## config.mk

```make
export PLATFORM = sky130hd
export DESIGN_NAME = h2_trip_relay
export DESIGN_NICKNAME = d
export VERILOG_FILES = /design/src/rtl/h2_trip_pkg.sv /design/src/rtl/h2_sum3.sv /design/src/rtl/h2_ovc_detect.sv /design/src/rtl/h2_classifier.sv /design/src/rtl/h2_trip_relay.sv
export SDC_FILE = /design/constraint.sdc
export NUM_CORES = 1
export LEC_CHECK = 0
export ABC_AREA = 1
export BUFFER_PORTS_ARGS = -buffer_cell sky130_fd_sc_hd__buf_4
export CAP_MARGIN = 20
export CORE_ASPECT_RATIO = 0.7
export CORE_MARGIN = 8
export CORE_UTILIZATION = 52
export DETAILED_ROUTE_END_ITERATION = 8
export PLACE_DENSITY_LB_ADDON = 0.3
export SYNTH_ARGS = -nofsm -noshare
export SYNTH_HDL_FRONTEND = slang
export SYNTH_SLANG_ARGS = --single-unit
export TNS_END_PERCENT = 5
```

## constraint.sdc

```tcl
create_clock -name clk -period 5.27 [get_ports clk]
set_input_delay 1.3175 -clock clk [delete_from_list [all_inputs] [get_ports clk]]
set_output_delay 1.3175 -clock clk [all_outputs]
set_load 0.01 [all_outputs]
```

## src/rtl/h2_trip_pkg.sv

```systemverilog
package h2_trip_pkg;
    localparam int NPH = 3;

    typedef struct packed {
        logic trip_main;
        logic trip_all;
        logic bal;
        logic unbal;
        logic mgside;
    } relay_st_t;
endpackage

```

## src/rtl/h2_sum3.sv

```systemverilog
module h2_sum3
    import h2_trip_pkg::*;
#(
    parameter int IN_W  = 12,
    parameter int OUT_W = IN_W + $clog2(NPH)
) (
    input  logic [NPH-1:0][IN_W-1:0] mag,
    output logic [OUT_W-1:0]         total
);
    always_comb begin
        total = '0;
        for (int p = 0; p < NPH; p++) begin
            total = total + OUT_W'(mag[p]);
        end
    end
endmodule

```

## src/rtl/h2_ovc_detect.sv

```systemverilog
module h2_ovc_detect
    import h2_trip_pkg::*;
#(
    parameter int MAG_W = 12
) (
    input  logic [NPH-1:0][MAG_W-1:0] fund,
    input  logic [MAG_W-1:0]          limit,
    output logic                      over
);
    logic [NPH-1:0] ph_over;

    for (genvar p = 0; p < NPH; p++) begin : g_ph
        assign ph_over[p] = fund[p] > limit;
    end

    assign over = |ph_over;
endmodule

```

## src/rtl/h2_classifier.sv

```systemverilog
module h2_classifier #(
    parameter int SUM_W = 14
) (
    input  logic [SUM_W-1:0] isum,
    input  logic [SUM_W-1:0] vsum,
    input  logic [SUM_W-1:0] lim_hi,
    input  logic [SUM_W-1:0] lim_floor,
    input  logic [SUM_W-1:0] lim_v,
    output logic             is_bal,
    output logic             is_unbal,
    output logic             v_hit
);
    always_comb begin
        is_unbal = isum > lim_hi;
        is_bal   = (isum > lim_floor) && !is_unbal;
        v_hit    = vsum > lim_v;
    end
endmodule

```

## src/rtl/h2_trip_relay.sv

```systemverilog
module h2_trip_relay
    import h2_trip_pkg::*;
#(
    parameter int MAG_W = 12
) (
    input  logic                           clk,
    input  logic                           rst_n,
    input  logic                           smp_vld,
    input  logic                           clr,
    input  logic [MAG_W-1:0]               ih2_a,
    input  logic [MAG_W-1:0]               ih2_b,
    input  logic [MAG_W-1:0]               ih2_c,
    input  logic [MAG_W-1:0]               vh2_a,
    input  logic [MAG_W-1:0]               vh2_b,
    input  logic [MAG_W-1:0]               vh2_c,
    input  logic [MAG_W-1:0]               ifd_a,
    input  logic [MAG_W-1:0]               ifd_b,
    input  logic [MAG_W-1:0]               ifd_c,
    input  logic [MAG_W+$clog2(NPH)-1:0]   thr_i_hi,
    input  logic [MAG_W+$clog2(NPH)-1:0]   thr_i_floor,
    input  logic [MAG_W+$clog2(NPH)-1:0]   thr_v,
    input  logic [MAG_W-1:0]               thr_oc,
    output logic                           trip_main,
    output logic                           trip_all,
    output logic                           cls_bal,
    output logic                           cls_unbal,
    output logic                           cls_mgside
);
    localparam int SUM_W = MAG_W + $clog2(NPH);

    logic [NPH-1:0][MAG_W-1:0] cur_vec, volt_vec, fund_vec;
    logic [SUM_W-1:0]          isum, vsum;
    logic                      is_bal, is_unbal, v_hit, oc_hit, fault;
    relay_st_t                 st_d, st_q;

    assign cur_vec  = {ih2_c, ih2_b, ih2_a};
    assign volt_vec = {vh2_c, vh2_b, vh2_a};
    assign fund_vec = {ifd_c, ifd_b, ifd_a};

    h2_sum3 #(.IN_W(MAG_W), .OUT_W(SUM_W)) u_isum (
        .mag   (cur_vec),
        .total (isum)
    );

    h2_sum3 #(.IN_W(MAG_W), .OUT_W(SUM_W)) u_vsum (
        .mag   (volt_vec),
        .total (vsum)
    );

    h2_classifier #(.SUM_W(SUM_W)) u_cls (
        .isum      (isum),
        .vsum      (vsum),
        .lim_hi    (thr_i_hi),
        .lim_floor (thr_i_floor),
        .lim_v     (thr_v),
        .is_bal    (is_bal),
        .is_unbal  (is_unbal),
        .v_hit     (v_hit)
    );

    h2_ovc_detect #(.MAG_W(MAG_W)) u_ovc (
        .fund  (fund_vec),
        .limit (thr_oc),
        .over  (oc_hit)
    );

    assign fault = smp_vld && v_hit && (is_bal || is_unbal);

    always_comb begin
        st_d = st_q;
        if (clr) begin
            st_d = '0;
        end else if (fault) begin
            st_d.trip_main = 1'b1;
            st_d.bal       = st_q.bal   | is_bal;
            st_d.unbal     = st_q.unbal | is_unbal;
            if (oc_hit) begin
                st_d.trip_all = 1'b1;
                st_d.mgside   = 1'b1;
            end
        end
    end

    always_ff @(posedge clk) begin
        if (!rst_n) begin
            st_q <= '0;
        end else begin
            st_q <= st_d;
        end
    end

    assign trip_main  = st_q.trip_main;
    assign trip_all   = st_q.trip_all;
    assign cls_bal    = st_q.bal;
    assign cls_unbal  = st_q.unbal;
    assign cls_mgside = st_q.mgside;
endmodule

```

# ---- After elaboration in Yosys (flattened, before gate mapping)
# Cells that the tools add are included.
dict set report totals {
  inputBits 166
  reg_bits 4
  elab_cells 25
  ram_bits 0
  latchBits 0
  mem_bits_ro 0
  mem_count 0
}
dict set report op_classes {
  n_eq_ne 0
  n_lt_le_gt_ge 6
  shifts 0
  n_mul 0
  n_div 0
  n_bitwise 3
  n_mux 0
  add_sub_neg 4
  n_reduce_logical 8
}
# op n
set ops {}
lappend ops {{14-bit > comparator} 3}
lappend ops {{12-bit > comparator} 3}
lappend ops {{14-bit by 12-bit adder with 14-bit output} 2}
lappend ops {{12-bit by 12-bit adder with 13-bit output} 2}
lappend ops {{1-bit logical AND} 3}
lappend ops {{3-bit OR reduction} 1}
lappend ops {{1-bit bitwise OR} 2}
lappend ops {{2-bit AND reduction} 1}
lappend ops {{2-bit OR reduction} 1}
lappend ops {{1-bit logical NOT} 1}
lappend ops {{1-bit logical OR} 1}
lappend ops {{1-bit NOT} 1}

# ---- Depth between registers and ports, before layout
dict set report logic_depth {
  ltp_word 8
  mapped_depth 28
}

# ---- Hierarchy
# From an unflattened synthesis, not the netlist that was laid out.
dict set report hier_totals {
  cells_unflattened 641
  area_unflattened_um2 4081.4
}
# module instances seq_area_each_um2 area_per_inst_um2 cells_per_inst
set modules_own_cells {}
lappend modules_own_cells {h2_sum3 2 0.0 912.1 141}
lappend modules_own_cells {h2_classifier 1 0.0 1141.1 187}
lappend modules_own_cells {h2_ovc_detect 1 0.0 943.4 149}
lappend modules_own_cells {h2_trip_relay 1 80.1 172.7 23}

# ---- Least setup slack after synthesis
# OpenSTA, ideal clock, no wires.
dict set report synth_timing {
  path_kind {input to register}
  from {input vh2_a[0]}
  to {register st_q, in the netlist cls_unbal}
  required_ps 5155
  stages 23
  setup_time_ps 115
  setup_slack_ps 831
  arrival_ps 4323
  cell_sequence {ha_1 > inv_1 > fa_1 > o31ai_1 > xor2_1 > ha_1 > a21o_1 > nand3_1 > nand2_1 > nand2_1 > nand4_1 > a21oi_1 > nor2_1 > ha_1 > nand2_1 > nor2_1 > nand2_1 > o21ai_0 > inv_1 > nand2_1 > nor2_1 > nor2_1 > nor2_1}
}
dict set report synth_via {
  elab_chain_cells 5
}
# element line_no
set synth_lines {}
lappend synth_lines {{start, declared} h2_trip_relay.sv:13} ;# input logic [MAG_W-1:0] vh2_a,
lappend synth_lines {{12-bit by 12-bit adder with 13-bit output} h2_sum3.sv:13} ;# total = total + OUT_W'(mag[p]);
lappend synth_lines {{14-bit by 12-bit adder with 14-bit output} h2_sum3.sv:13}
lappend synth_lines {{14-bit > comparator} h2_classifier.sv:16} ;# v_hit = vsum > lim_v;
lappend synth_lines {{1-bit logical AND (2 in series)} h2_trip_relay.sv:67} ;# assign fault = smp_vld && v_hit && (is_bal || is_unbal);
lappend synth_lines {{end signal, assigned} h2_trip_relay.sv:88} ;# st_q <= st_d;
lappend synth_lines {{end, declared} h2_trip_relay.sv:34} ;# relay_st_t st_d, st_q;
# No other way between the ends.
# A chain may end at the register's enable or synchronous reset.

# ---- Worst setup path in the final report
dict set report layout_timing {
  from {input ih2_a[0]}
  to {register st_q, in the netlist trip_main}
}
dict set report layout_via {
  elab_chain_cells 7
  word_cells_on_any_way 8
}
# element line_no
set layout_lines {}
lappend layout_lines {{start, declared} h2_trip_relay.sv:10} ;# input logic [MAG_W-1:0] ih2_a,
lappend layout_lines {{12-bit by 12-bit adder with 13-bit output (*)} h2_sum3.sv:13}
lappend layout_lines {{14-bit by 12-bit adder with 14-bit output (*)} h2_sum3.sv:13}
lappend layout_lines {{14-bit > comparator} h2_classifier.sv:14} ;# is_unbal = isum > lim_hi;
lappend layout_lines {{1-bit logical NOT} h2_classifier.sv:15} ;# is_bal = (isum > lim_floor) && !is_unbal;
lappend layout_lines {{1-bit logical AND} h2_classifier.sv:15}
lappend layout_lines {{1-bit logical OR (*)} h2_trip_relay.sv:67}
lappend layout_lines {{1-bit logical AND (*)} h2_trip_relay.sv:67}
# Mark *: on every way between the ends. The rest lies on a longest branch, timed or not.

==> qor.txt <==
status: complete, no violations
Worst R2R Setup Slack: 4.62 ns
Max VDD drop: 0.000119 V
Die Span Y: 93.0 um
Ys Warns: 0
final hold vios: 0
Seq/Total Area, Yosys: 0.0182
Synth area leaders: ha_1 36%, nand2_1 12%, inv_1 12%
reg2reg end: cls_mgside
syn avg cell area: 6.47 um^2
maxcap violations: 0
Final Instance Area: 5880 um^2
async set or reset register ratio after synthesis: 0
period utilisation layout: 0.918
Sink Count: 4
non-filler cells, final: 959
reg2reg path depth: 2
initial antenna violation count: 0
total global-route track usage: 0.207
post-synthesis net count: 980
critical path class: input port to register
most frequent cells after synthesis: 146 x nand2_1, 137 x inv_1, 128 x ha_1
insertion delay to the later sink of the worst-skew pair: 0.23 ns
worst-path fanout max: 3
area of the multi-input gates: 3800 um^2
antenna viol nets, final: 0
first-pass GRT wire length: 20,900 um
worst slack at placement: 0.247 ns
setup bufs post-CTS: 0
CP startpoint kind: input port
Slew @ Worst Pin: 0.459 ns
CTS max path bufs: 2
post-synth top area share: 0.363
DRT iter0 DRCs: 239
Clock Root Buffer: clkbuf_16
Tmin final: 4.84 ns
largest net degree at the start of global routing: 7
flops & latches, synth: 4
Static Leak: 0.00354 uW
Final setup viols: 0
CTS Buf Count: 3
die area: 11,700 um^2
RR Startpoint: cls_mgside
Clock Skew: 0 ns
gpl congestion: 0.961
Slew Viols, Final: 0
Site Rows: 28
drt pass-1 iters: 6
die width: 126 um
grt ovf: 0
Via-to-Cell Ratio: 5.02
antenna fix cells: 0
Power Total: 1220 uW
Initial Util: 0.529
CTS tree: done
I/O Pins: 171
Inst Count DP: 956
endpoint class of the critical path: register
Mapped Cells: 682
top-count cell post-synth: nand2_1
main flop type after synthesis: dfxtp_1
P per Cell Area: 207 nW/um^2
share of cells above drive strength 1: 0.244
Worst Hold End: cls_unbal
detailed-route via count: 4,818
hold path depth: 2
# DRC: 0
final setup margin: 0.433 ns
relative slew slack: 0.692
RSZ-0062 raised after global routing: false
CTS Hold Bufs: 0
Cell variety after synth: 31
Post-Syn Area: 4410 um^2
IO Port Bufs: 170
CP required: 5.38 ns
Core Footprint: 8340 um^2
post-CTS resize count: 0
H-tree Lvls: 1
WL/cell: 13.3 um
number of fill cells: 700
clock slew at the register clock pins of the worst setup and hold paths: 0.03 ns
Fmax: 207 MHz
HP Class: register to register
Final #Nets: 1,154
hold path start: cls_unbal
register area: 80.1 um^2
Routed WL: 12,800 um
EDFF count, synth: 0
Final TNS setup: 0 ns
Syn-to-layout area delta: 33.5%
vias in the first global route: 4,929
Data arrival, critical path: 4.95 ns
dpl hpwl: 11,700 um
post-place instance area: 5810 um^2
Yosys top cell by area: ha_1
==> stage by stage <==
step / util / hold slack, ns
final: 0.706 / 0.473
after global routing: 0.706 / 0.509
after CTS: 0.706 / 0.470
after detailed placement: 0.697 / 0.462
after global placement: 0.697 / 0.457
after floorplan: - / 0.474
==> critical path, cell delays in order <==
cell	delay, ns
buf_4	0.08
ha_1	0.15
inv_1	0.09
fa_1	0.43
inv_1	0.12
a21oi_2	0.08
o21ai_2	0.16
xor2_1	0.28
ha_1	0.32
nand2_1	0.09
a21oi_1	0.07
a211oi_1	0.17
nand3_1	0.15
xor2_1	0.32
ha_1	0.32
a21oi_1	0.14
o21ai_0	0.09
nor2_1	0.13
nand2_1	0.07
nand2_2	0.08
nand2_1	0.07
a21oi_1	0.15
nor2_1	0.05
==> how the worst max path moves through the flow <==
stage,startpoint,to
2_1_floorplan,vh2_a[0],cls_unbal
3_3_place_gp,vh2_a[0],cls_unbal
3_5_place_dp,ih2_a[0],trip_main
4_1_cts,ih2_a[0],trip_main
5_1_grt,vh2_a[4],cls_unbal
6_report,ih2_a[0],trip_main
==> power by group <==
group          switching [uW]  leakage, uW  internal (uW)
sequential               1.56    0.0000323           32.5
clock                    22.5    0.0000370           97.0
combinational             602      0.00347            463
==> layout make-up <==
cell class                      count  area share
Sequential cell                     4      0.0136
Multi-Input combinational cell    537       0.645
Timing Repair Buffer              170       0.217
Clock buffer                        3      0.0128
Tap cell                          105      0.0223
Inverter                          140      0.0893
==> kinds of logic after synthesis <==
logic type	share of synthesized area
AOI/OAI and AO/OA	0.160
DFF	0.0182
adders and majority gates	0.381
xor gates and xnor gates	0.0795
buffers and inverters	0.121
and+or+nand+nor	0.240
==> registers in the layout, indices dropped and copies added (netlist names) <==
| register | count |
|---|---|
| cls_mgside | 1 |
| trip_main | 1 |
| cls_unbal | 1 |
| cls_bal | 1 |
==> layer usage <==
layer / GRT usage / up-vias / part of all wire / wire, um
met5: 0 / - / 0 / 0
met1: 0.265 / 2073 / 0.46 / 5940
met2: 0.364 / 165 / 0.46 / 5840
met3: 0.0409 / 8 / 0.073 / 928
met4: 0.0259 / 0 / 0.0055 / 70
li1: - / 2572 / - / -
==> cells in the final DEF (no fill, tap or decap), types with 13 or more instances in the layout <==
master and count:
a21oi_1 63, buf_4 170, ha_1 128, inv_1 137
nand2_1 146, nand3_1 29, nand4_1 13, nor2_1 42
o21ai_0 14, xnor2_1 20, xor2_1 20
No activity file was read; power rests on OpenSTA's default activity.
